===== src/rtl/clksrc_pkg.sv =====
package clksrc_pkg;

    localparam int SEL_W      = 2;
    localparam int WAIT_W     = 4;
    localparam int MAX_EXP    = 22;
    localparam int STAB_CNT_W = MAX_EXP + 1;

    localparam logic ADDR_SEL = 1'b0;
    localparam logic ADDR_OSC = 1'b1;

    typedef enum logic [SEL_W-1:0] {
        SRC_FAST = 2'd0,
        SRC_SLOW = 2'd1,
        SRC_PLL  = 2'd2,
        SRC_BAD  = 2'd3
    } src_e;

    typedef struct packed {
        logic [WAIT_W-1:0] wait_code;
        logic              slow_en;
        logic              fast_en;
    } osc_cfg_t;

    typedef logic [STAB_CNT_W-1:0] lim_t;

    localparam osc_cfg_t CFG_RESET = '{wait_code: 4'hF, slow_en: 1'b1, fast_en: 1'b1};

    // Cycles of stabilization for a wait code, scaled down by 2^shift.
    function automatic lim_t stab_limit(input logic [WAIT_W-1:0] code, input int shift);
        int e;
        e = MAX_EXP - int'(code) - shift;
        if (e < 0) e = 0;
        return lim_t'(1) << e;
    endfunction

    function automatic logic [7:0] pack_osc(input osc_cfg_t c);
        return {c.wait_code, 2'b00, c.slow_en, c.fast_en};
    endfunction

    function automatic logic [7:0] pack_sel(input src_e s);
        return {{(8-SEL_W){1'b0}}, s};
    endfunction

endpackage


===== src/rtl/clksrc_stab.sv =====
module clksrc_stab
    import clksrc_pkg::*;
#(
    parameter int TEST_SHIFT = 0
) (
    input  logic              clk,
    input  logic              rst,
    input  logic              en,
    input  logic [WAIT_W-1:0] wait_code,
    output logic              rdy
);

    lim_t cnt;
    lim_t lim;
    logic rdy_q;

    assign lim = stab_limit(wait_code, TEST_SHIFT);

    always_ff @(posedge clk) begin
        if (rst || !en) begin
            cnt   <= '0;
            rdy_q <= 1'b0;
        end else if (!rdy_q) begin
            // >= so that a shortened wait code mid-count still terminates
            if (cnt >= lim - lim_t'(1)) rdy_q <= 1'b1;
            else                        cnt   <= cnt + lim_t'(1);
        end
    end

    // Masking by the enable drops the flag as soon as the enable clears.
    assign rdy = rdy_q & en;

endmodule


===== src/rtl/clksrc_regs.sv =====
module clksrc_regs
    import clksrc_pkg::*;
(
    input  logic       clk,
    input  logic       rst,
    input  logic       unlock,
    input  logic       wr_en,
    input  logic       wr_addr,
    input  logic [7:0] wr_data,
    input  logic       fast_rdy,
    input  logic       slow_rdy,
    input  logic       pll_rdy,
    output src_e       sel,
    output osc_cfg_t   cfg
);

    logic wr_ok;
    logic target_ready;
    logic unused_rsvd;

    assign wr_ok       = unlock & wr_en;
    assign unused_rsvd = ^wr_data[3:2];

    always_comb begin
        unique case (wr_data[SEL_W-1:0])
            SRC_FAST: target_ready = fast_rdy;
            SRC_SLOW: target_ready = slow_rdy;
            SRC_PLL:  target_ready = pll_rdy;
            default:  target_ready = 1'b0;
        endcase
    end

    always_ff @(posedge clk) begin
        if (rst) begin
            sel <= SRC_FAST;
            cfg <= CFG_RESET;
        end else if (wr_ok) begin
            if (wr_addr == ADDR_SEL) begin
                if (target_ready) sel <= src_e'(wr_data[SEL_W-1:0]);
            end else begin
                cfg.wait_code <= wr_data[7:4];
                cfg.slow_en   <= wr_data[1] | (sel == SRC_SLOW);
                cfg.fast_en   <= wr_data[0] | (sel == SRC_FAST);
            end
        end
    end

endmodule


===== src/rtl/clksrc_ctrl.sv =====
module clksrc_ctrl
    import clksrc_pkg::*;
#(
    parameter int TEST_SHIFT = 0
) (
    input  logic       clk,
    input  logic       rst,
    input  logic       unlock_i,
    input  logic       wr_en_i,
    input  logic       wr_addr_i,
    input  logic [7:0] wr_data_i,
    input  logic       rd_addr_i,
    output logic [7:0] rd_data_o,
    input  logic       pll_lock_i,
    output logic [1:0] src_sel_o,
    output logic       fast_osc_en_o,
    output logic       slow_osc_en_o,
    output logic       fast_rdy_o,
    output logic       slow_rdy_o
);

    src_e     sel;
    osc_cfg_t cfg;
    logic     fast_rdy;

    clksrc_regs u_regs (
        .clk      (clk),
        .rst      (rst),
        .unlock   (unlock_i),
        .wr_en    (wr_en_i),
        .wr_addr  (wr_addr_i),
        .wr_data  (wr_data_i),
        .fast_rdy (fast_rdy),
        .slow_rdy (cfg.slow_en),
        .pll_rdy  (pll_lock_i),
        .sel      (sel),
        .cfg      (cfg)
    );

    clksrc_stab #(.TEST_SHIFT(TEST_SHIFT)) u_stab (
        .clk       (clk),
        .rst       (rst),
        .en        (cfg.fast_en),
        .wait_code (cfg.wait_code),
        .rdy       (fast_rdy)
    );

    assign rd_data_o     = (rd_addr_i == ADDR_OSC) ? pack_osc(cfg) : pack_sel(sel);
    assign src_sel_o     = sel;
    assign fast_osc_en_o = cfg.fast_en;
    assign slow_osc_en_o = cfg.slow_en;
    assign fast_rdy_o    = fast_rdy;
    assign slow_rdy_o    = cfg.slow_en;

endmodule


===== config.mk =====
export PLATFORM = sky130hd
export DESIGN_NAME = clksrc_ctrl
export DESIGN_NICKNAME = d
export VERILOG_FILES = /design/src/rtl/clksrc_pkg.sv /design/src/rtl/clksrc_stab.sv /design/src/rtl/clksrc_regs.sv /design/src/rtl/clksrc_ctrl.sv
export SDC_FILE = /design/constraint.sdc
export NUM_CORES = 1
export LEC_CHECK = 0
export BUFFER_PORTS_ARGS = -buffer_cell sky130_fd_sc_hd__buf_2
export CORE_MARGIN = 2
export CORE_UTILIZATION = 40
export CTS_CLUSTER_DIAMETER = 40
export DETAILED_ROUTE_END_ITERATION = 6
export SYNTH_ARGS = -nofsm -noshare
export SYNTH_HDL_FRONTEND = slang
export SYNTH_SLANG_ARGS = --single-unit

===== constraint.sdc =====
create_clock -name clk -period 4.57 [get_ports clk]
set_clock_uncertainty 0.05 [all_clocks]
set_input_delay 0.6855 -clock clk [delete_from_list [all_inputs] [get_ports clk]]
set_output_delay 0.6855 -clock clk [all_outputs]
set_load 0.02 [all_outputs]

After elaboration in Yosys (flattened, before gate mapping). Index checks and enable logic that the tools add are counted.

Register bits: 32. Bits in latches: 0. Bits in writable memories: 0. Bits in read-only memories: 0. Output and inout port bits: 14. Word-level logic and storage cells: 34. Memories: 0.

Add/subtract/negate cells: 3. $mul: 0. Divide/modulo/power cells: 0. $lt $le $gt $ge: 2. Equality and inequality tests: 3. Shift operators: 1. Mux-type cells: 5. Bitwise logic cells: 7. Reductions and logical operators: 7.

Operators with widths (count): $lt 32x1->1 const B (1); $mux 32 (1); $shl 1x32->23 const A (1); $add 23x1->23 const B (1); $ge 23x23->1 (1); $sub 23x1->23 const B (1); $mux 8 (1); $sub 5x4->6 const A (1); $eq 2x1->1 const B (2); $logic_not 2->1 (2); $reduce_and 2->1 (2); $not 1->1 (3); $pmux 1 s3 (1); $reduce_and 3->1 (1); $and 1x1->1 (2); $eq 2x2->1 const B (1); $mux 1 (2); $or 1x1->1 (2); $logic_not 1->1 (1); $logic_or 1x1->1 (1).

Depth between registers and ports, before layout. Gate-level depths: netlist of the first run.

Depth in word-level cells: 8. Depth in mapped cells: 16. Depth with buffers taken out: 12.

Cells and area by module. From an unflattened synthesis of the first run, not the netlist that was laid out.

Cell total of the unflattened synthesis: 294. Area, all modules: 2422.3 µm².

Modules (own cells, without submodules): clksrc_stab (times used 1, cells each 242, area an instance 1965.6 µm²); clksrc_regs (times used 1, cells each 42, area an instance 374.1 µm²); clksrc_ctrl (times used 1, cells each 10, area an instance 82.6 µm²).

Worst setup path after synthesis of the first run. No wires, ideal clock.

Kind: reg-to-reg. Start point: reg, netlist name u_regs.cfg[4]. End point: reg u_stab.cnt[18]. Arrival: 2.613 ns. Data required time: 4.450 ns. Setup slack: 1.837 ns. Cell stages (with the launch flop): 15. Period minus slack after synthesis: 2.733 ns. Path through: dfxtp_1 -> clkbuf_1 -> nand2_1 -> inv_1 -> a21oi_1 -> a31oi_1 -> ha_1 -> and3_4 -> a221oi_2 -> nand2b_1 -> buf_6 -> o21ai_2 -> buf_6 -> or4_1 -> a21oi_1.

Word-level cells in the longest chain between the ends: 8.

RTL lines: $sub 5x4->6 (*) (RTL line clksrc_pkg.sv:31) `e = MAX_EXP - int'(code) - shift;`; $lt 32x1->1 (RTL line clksrc_pkg.sv:32) `if (e < 0) e = 0;`; $mux 32 (*) (RTL line clksrc_pkg.sv:32); $shl 1x32->23 (*) (RTL line clksrc_pkg.sv:33) `return lim_t'(1) << e;`; $sub 23x1->23 (*) (RTL line clksrc_stab.sv:25) `if (cnt >= lim - lim_t'(1)) rdy_q <= 1'b1;`; $ge 23x23->1 (*) (RTL line clksrc_stab.sv:25); $not 1->1 (no line) (*); $reduce_and 2->1 (no line) (*); end signal: assignment (RTL line clksrc_stab.sv:26) `else cnt <= cnt + lim_t'(1);`; end: declaration (RTL line clksrc_stab.sv:13) `lim_t cnt;`.

Every way passes the cells marked *; elsewhere a longest branch is shown, timed or not. A chain may end at the register's enable or synchronous reset.

Worst setup path in the final report of the first run.
Start point: reg, netlist name u_regs.cfg[5]. End point: reg u_stab.cnt[20].

Word-level cells in the longest chain between the ends: 8.

RTL lines (RTL line): $sub 5x4->6 (*) (clksrc_pkg.sv:31); $lt 32x1->1 (clksrc_pkg.sv:32); $mux 32 (*) (clksrc_pkg.sv:32); $shl 1x32->23 (*) (clksrc_pkg.sv:33); $sub 23x1->23 (*) (clksrc_stab.sv:25); $ge 23x23->1 (*) (clksrc_stab.sv:25); $not 1->1 (no line) (*); $reduce_and 2->1 (no line) (*).

Marks and branches as above.

==> impl_results.md, run 1 <==
* CP endpoint kind: flop
* Startpoint Class: flop
* Dpl ws at 1.233 ns
* Worst EP required at 4.72 ns
* Cell Rows at 28
* Mapped Cells at 302
* Worst-case vdd ir drop at 162.8 µV
* Port bufs at 24
* Final Net Count at 356
* Largest net degree at the start of global routing at 44
* Final worst slack at 1.211 ns
* Hold depth at 2
* Critical-path cell list: nand2_1 > inv_1 > a21oi_1 > a31oi_1 > ha_1 > and3_4 > a221oi_2 > nand2b_1 > o21ai_2 > buf_4 > or4_1 > a21oi_1
* First-pass GRT wire length at 9232 µm
* Setup TNS at 0 ns
* Tcrit/Tclk final at 0.7351
* Outcome: complete, no violations
* Final Max Slew Viols at 0
* Worst skew pair latency at between 0.2 and 0.3 ns
* Final setup viols at 0
* CP max stage delay at 0.53 ns
* CTS tree: done
* Ys Warns at 0
* Clock Path Buffers at 2
* Post-DP HPWL at 3997 µm
* CP max-delay cell: dfxtp_1
* Worst hold slack at 0.4245 ns
* Initial Util at 0.4115
* Critical path type: reg2reg
* Clock Tree Root: clkbuf_8
* RSZ-0062 raised after global routing: false
* Die width at 81.58 µm
* Cts bufs inserted at 5
* Post-synthesis sequential area ratio at 0.2661
* Total chip power at 0.6182 mW
* Mapped Avg Cell Area at 7.971 µm²
* Number of max-cap violations at 0
* LEAKAGE at 1.105 nW
* FILL cells at around 580
* Diodes inserted at 0
* Slew headroom at 0.3314
* CTS Hold Buffers Added at 0
* Total GRT Usage at 0.1797
* Achievable Freq at ~0.30 GHz
* Post-synthesis cell type count at 46
* Crit-path max FO at 17
* H-Tree Depth at 2
* Synth Cell Area at ~0.0024 mm²
* Final worst path period need at ~3.4 ns
* Vias in the first global route at slightly below 2000
* CTS resizes at 0
* Io pins at 29
* Pwr Density at between 200 and 250 mW/mm²
* Detailed router's first-iteration violation count at 99
* Post-route DRC at 0
* Reg2Reg Depth at 12
* Final Util at 0.4482
* Vias at 2255
* Arrival time at the worst endpoint at around 3.5 ns
* Core area at 0.005851 mm²
* DR WL/cell at 14.16 µm
* WL final at roughly 5500 µm
* Die Y at between 80 and 90 µm
* Layout cells sized above 1 at 0.1262
* Clk slew on worst S/H paths at around 0.070 ns
* Fin. Hold Viols at 0
* Post-synthesis register bit count at 32
* Antenna viol nets, final at 0
* Post-CTS Setup Inserts at 0
* Total gr overflow at 0
* Pre-antenna DRT Iters at 4
* Cell mode on critical path: a21oi_1
* Vias per std cell at 5.753
* P&R area growth vs syn at 8.940%
* DIE AREA at 0.006654 mm²
* CTS sink cnt at 32
* Final GP Congestion at 0.7910
* Worst-margin pin slew at 1.001 ns
* Type of the tightest min-delay check: reg2reg
* Initial antenna violation count at 0
-- cell type report --
class	count	area (µm²)	area share
clock buffers	8	90.09	0.03435
inverters	13	48.80	0.01861
multi-input cells	238	1614	0.6155
flip-flops and latches	32	640.6	0.2443
well taps	75	93.84	0.03578
repair buffers	26	135.1	0.05153
-- registers in the layout (all words and copies together) (netlist names) --
name / flops
u_regs.sel: 2
u_stab.rdy_q: 1
u_stab.cnt: 23
u_regs.cfg: 6
-- synth_stat cells, drive strengths merged --
cell type / instances / area (µm²)
and4b: 1 / 10.01
nor4b: 1 / 8.760
conb: 2 / 7.510
and3: 7 / 48.80
a41oi: 1 / 16.27
a31oi: 1 / 6.260
o21ai: 8 / 43.79
nor2: 22 / 82.58
or2: 1 / 6.260
mux2: 2 / 22.52
o41ai: 4 / 35.03
nor3: 1 / 5.000
o21a: 2 / 15.01
nor4: 2 / 12.51
nand3: 10 / 50.05
nand2b: 9 / 56.30
o2111ai: 2 / 17.52
nand4: 12 / 75.07
o31a: 1 / 8.760
nand4b: 1 / 8.760
and4: 3 / 26.28
a211o: 7 / 61.31
o22ai: 1 / 6.260
nand2: 25 / 93.84
o31ai: 14 / 105.1
inv: 13 / 48.80
a21oi: 27 / 135.1
clkbuf: 11 / 41.29
or4: 14 / 105.1
nor2b: 4 / 25.02
mux2i: 3 / 30.03
ha: 25 / 312.8
a211oi: 1 / 7.510
or3: 1 / 6.260
a21o: 3 / 22.52
buf: 13 / 87.58
dfxtp: 32 / 640.6
o311ai: 4 / 35.03
xor2: 1 / 8.760
a221oi: 1 / 15.01
and2: 9 / 56.30
-- layer usage --
metal,vias to the layer above,wire length [µm],share of wire,GRT usage
met5,-,0,0,0
met4,0,47,0.0085,0.05500
met3,4,289,0.052,0.03407
met2,56,2438,0.44,0.2918
met1,1046,2773,0.50,0.2418
li1,1149,-,-,-
-- logic make-up (layout without fill, tap and decap cells) --
logic type	Yosys count	in the layout	synth area share
AND/OR/NAND/NOR	123	123	0.2812
AO/OA/AOI/OAI	77	77	0.2204
buffers and inverters	37	47	0.07380
flip-flops	32	32	0.2661
adder cells (fa/ha/maj)	25	25	0.1299
multiplexers	5	5	0.02183
other	2	7	0.003120
XOR/XNOR	1	1	0.003639
-- metrics by stage --
stage | instances | cell area (µm²)
after floorplan | 307 | 2426
after global placement | 384 | 2532
after detailed placement | 384 | 2532
after CTS | 392 | 2623
after global routing | 392 | 2623
final | 392 | 2623
-- power breakdown --
group	leakage [nW]	switching, mW	internal (mW)	total (mW)
sequential	0.259	0.0103	0.285	0.296
combinational	0.800	0.0580	0.0365	0.0945
clock	0.0455	0.105	0.123	0.228
total	1.11	0.173	0.445	0.618
-- layout by cell type, fill, tap and decap left out, types with 3 or more instances in the layout --
master / n
o31ai_1: 14
conb_1: 7
a21o_1: 3
o21ai_0: 7
nor2_1: 22
nand2_1: 25
mux2i_1: 3
ha_1: 25
and2_1: 9
nand2b_1: 9
dfxtp_1: 32
buf_2: 24
clkbuf_8: 6
inv_1: 13
and4_1: 3
and3_1: 6
a211o_1: 7
nor2b_1: 4
o41ai_1: 4
o311ai_0: 4
nand3_1: 10
a21oi_1: 27
or4_1: 14
nand4_1: 12
-- path summary, 6_finish.rpt --
path | start | to | slack (ns)
setup / recovery | u_regs.cfg[5]$_SDFFE_PP1P_ | u_stab.cnt[20]$_SDFFE_PP0P_ | 1.21
hold / removal | u_stab.cnt[22]$_SDFFE_PP0P_ | u_stab.cnt[22]$_SDFFE_PP0P_ | 0.42
setup reg to reg | u_regs.cfg[5]$_SDFFE_PP1P_ | u_stab.cnt[20]$_SDFFE_PP0P_ | 1.21
hold reg to reg | u_stab.cnt[22]$_SDFFE_PP0P_ | u_stab.cnt[22]$_SDFFE_PP0P_ | 0.42
-- critical path, delay by kind of cell (launching register included) --
kind / cells / cell delay, ns
and+or+nand+nor: 4 / 1.13
DFF: 1 / 0.53
AOI/OAI and AO/OA: 5 / 0.91
adders and majority gates: 1 / 0.27
buffers and inverters: 2 / 0.38
No activity file was read; power rests on OpenSTA's default activity.
==> inputs of run 2 (changes only) <==
Clock period 4.57 ns to 2.8 ns, I/O delays scaled along.
==> run 2 against run 1 <==
  * Worst setup slack lost 1.1 ns
  * First-iteration DRC count grew 12%
  * Global-route usage shrank 0.36 points
  * Die area is the same
  * Largest cell class unchanged
  * Largest power group unchanged
==> impl_results.md, run 2 (synthesis gave the netlist of run 1 again) <==
* CTS Hold Buffers Added at 0 (unchanged)
* CP startpoint: u_regs.cfg[3]$_SDFFE_PP1P_
* Slew headroom at 0.4984 (+0.1669)
* Io pins at 29 (unchanged)
* Final setup viols at 0 (unchanged)
* Clk slew on worst S/H paths at 0.07 ns (about the same)
* DIE AREA at 0.006654 mm² (unchanged)
* RSZ-0062 raised after global routing: true
* Detailed router's first-iteration violation count at 111 (+12%)
* P&R area growth vs syn at 19.91%
* Regs by FF count: u_stab.cnt (23), u_regs.cfg (6), u_regs.sel (2)
* Total GRT Usage at 0.1761 (-0.003623)
* Outcome: complete, no violations
* Vias per std cell at 5.659 (-1.6%)
* Post-route DRC at 0 (unchanged)
* Port bufs at 24 (unchanged)
* Critical path type: reg2reg
* Die width at 81.58 µm (unchanged)
* Logic gate share of total power at 0.174 (+0.021)
* Total chip power at 1.116 mW (+81%)
* NetSw at 0.3073 mW (+77%)
* Final Util at 0.4934 (+0.04512)
* Achievable Freq at 0.3694 GHz (+24%)
* Internal power component at 0.8090 mW (+82%)
* Final worst slack at 0.09289 ns (-1.118 ns)
* Number of max-cap violations at 0 (unchanged)
* Largest register FFs at 23 (unchanged)
* Final worst path period need at 2.707 ns (-0.6523 ns)
* WL final at 5977 µm (+7.7%)
* CP endpoint kind: flop
* Tcrit/Tclk final at 0.9668 (+0.2317)
* Startpoint Class: flop
* Antenna viol nets, final at 0 (unchanged)
* Post-DP HPWL at 4123 µm (+3.2%)
* Die Y at 81.58 µm (unchanged)
* Sequential share of power at 0.428 (-0.050)
* Core area at 0.005851 mm² (unchanged)
* Largest net degree at the start of global routing at 44 (unchanged)
* CTS tree: done
* LEAKAGE at 1.229 nW (+11%)
* DR WL/cell at 14.65 µm (+3.5%)
* Initial antenna violation count at 0 (unchanged)
* Worst-margin pin slew at 0.7524 ns (-0.2484 ns)
* H-Tree Depth at 2 (unchanged)
* Cts bufs inserted at 5 (unchanged)
* Clock Tree Root: clkbuf_8
* Sw frac at 0.2753 (-0.005154)
* Arrival time at the worst endpoint at 2.80 ns (-0.71 ns)
* Initial Util at 0.4115 (unchanged)
* R2r startpoint: u_regs.cfg[3]$_SDFFE_PP1P_
* Most common cell after layout, fill and taps aside: dfxtp_1
* Hold Crit Start: wr_data_i[1]
* Largest Register: u_stab.cnt
* Cell Rows at 28 (unchanged)
* Layout cells sized above 1 at 0.2132 (+0.08703)
* Pre-antenna DRT Iters at 4 (unchanged)
* GRT met1 Usage at 0.2337 (-0.008037)
* Crit-path max FO at 8 (-9)
* Fin. Hold Viols at 0 (unchanged)
* Final Net Count at 372 (+4.5%)
* Clock power share at 0.398 (+0.029)
* First-pass GRT wire length at 9059 µm (-1.9%)
* Met2 Usage GRT at 0.2820 (-0.009836)
* Placed cells at 398 (+3.6%)
* Total gr overflow at 0 (unchanged)
* Busiest grt layer: met2
* Worst skew pair latency at 0.28 ns (about the same)
* Worst EP required at 2.89 ns (-1.83 ns)
* Clock Path Buffers at 2 (unchanged)
* Post-CTS Setup Inserts at 0 (unchanged)
* Vias in the first global route at 1960 (-1.0%)
* Type of the tightest min-delay check: in2reg
* Dpl ws at 0.03368 ns (-1.199 ns)
* Vias at 2309 (+2.4%)
* Layout Cells excl Fill at 408 (+4.1%)
* Pwr Density at 386.7 mW/mm² (+64%)
* CTS sink cnt at 32 (unchanged)
* Most frequent cells in the layout: 29 x dfxtp_1, 27 x a21oi_1, 25 x nand2_1
* Worst-case vdd ir drop at 182.8 µV (+12%)
* Diodes inserted at 0 (unchanged)
* Final GP Congestion at 0.8094 (+2.3%)
* Final Max Slew Viols at 0 (unchanged)
* GR Util met3 at 0.04176 (+0.007692)
-- run 2: stage by stage --
| step | instance area, µm² | TNS (ns) | hold slack, ns |
|---|---|---|---|
| 6_report | 2887 | 0 | 0.3653 |
| 5_1_grt | 2887 | -0.2232 | 0.3596 |
| 4_1_cts | 2758 | 0 | 0.3558 |
| 3_5_place_dp | 2650 | 0 | 0.4288 |
| 3_3_place_gp | 2650 | 0 | 0.4193 |
| 2_1_floorplan | 2426 | 0 | 0.3970 |
-- run 2: repair_timing --
item	in CTS	in global routing
setup endpoints to repair	0	24
resized for setup	0	28
hold endpoints to repair	0	0
-- run 2: path summary, 6_finish.rpt --
check                                 to  slack (ns)  depth (start not counted)
max          u_stab.cnt[10]$_SDFFE_PP0P_        0.09                         12
min reg2reg  u_stab.cnt[22]$_SDFFE_PP0P_        0.44                          2
max reg2reg  u_stab.cnt[10]$_SDFFE_PP0P_        0.09                         12
min           u_regs.sel[1]$_SDFFE_PP0P_        0.37                          3
-- run 2: per-layer routing --
layer  wire, µm  share of wire  vias to the layer above
met5          0              0                        -
met2       2669           0.45                       52
met4         37         0.0062                        0
met1       2964           0.50                     1071
met3        305          0.051                        4
li1           -              -                     1182
-- run 2: layout make-up --
class | count | area [µm²]
fillers | 572 | 2964
multi-input cells | 238 | 1702
flip-flops and latches | 32 | 651.9
repair buffers | 42 | 282.8
well taps | 75 | 93.84
clock buffers | 6 | 72.57
inverters | 13 | 48.80
clock inverters | 2 | 35.03
-- run 2: power by group through the flow --
stage	registers [mW]	logic [mW]	clock network [mW]
floorplan	0.487	0.120	0
global placement	0.489	0.171	0
detailed placement	0.489	0.173	0
CTS	0.478	0.174	0.456
global route	0.479	0.214	0.480
finish	0.478	0.194	0.445
-- run 2: critical path, stage by stage (launching register included) --
cell	delay, ns
dfxtp_4	0.37
buf_4	0.14
xor2_1	0.12
nand3_1	0.14
ha_4	0.30
nand4_1	0.13
nor4_2	0.37
buf_4	0.20
o2111ai_4	0.12
o21ai_4	0.27
buf_6	0.17
or4_1	0.11
a21oi_1	0.06
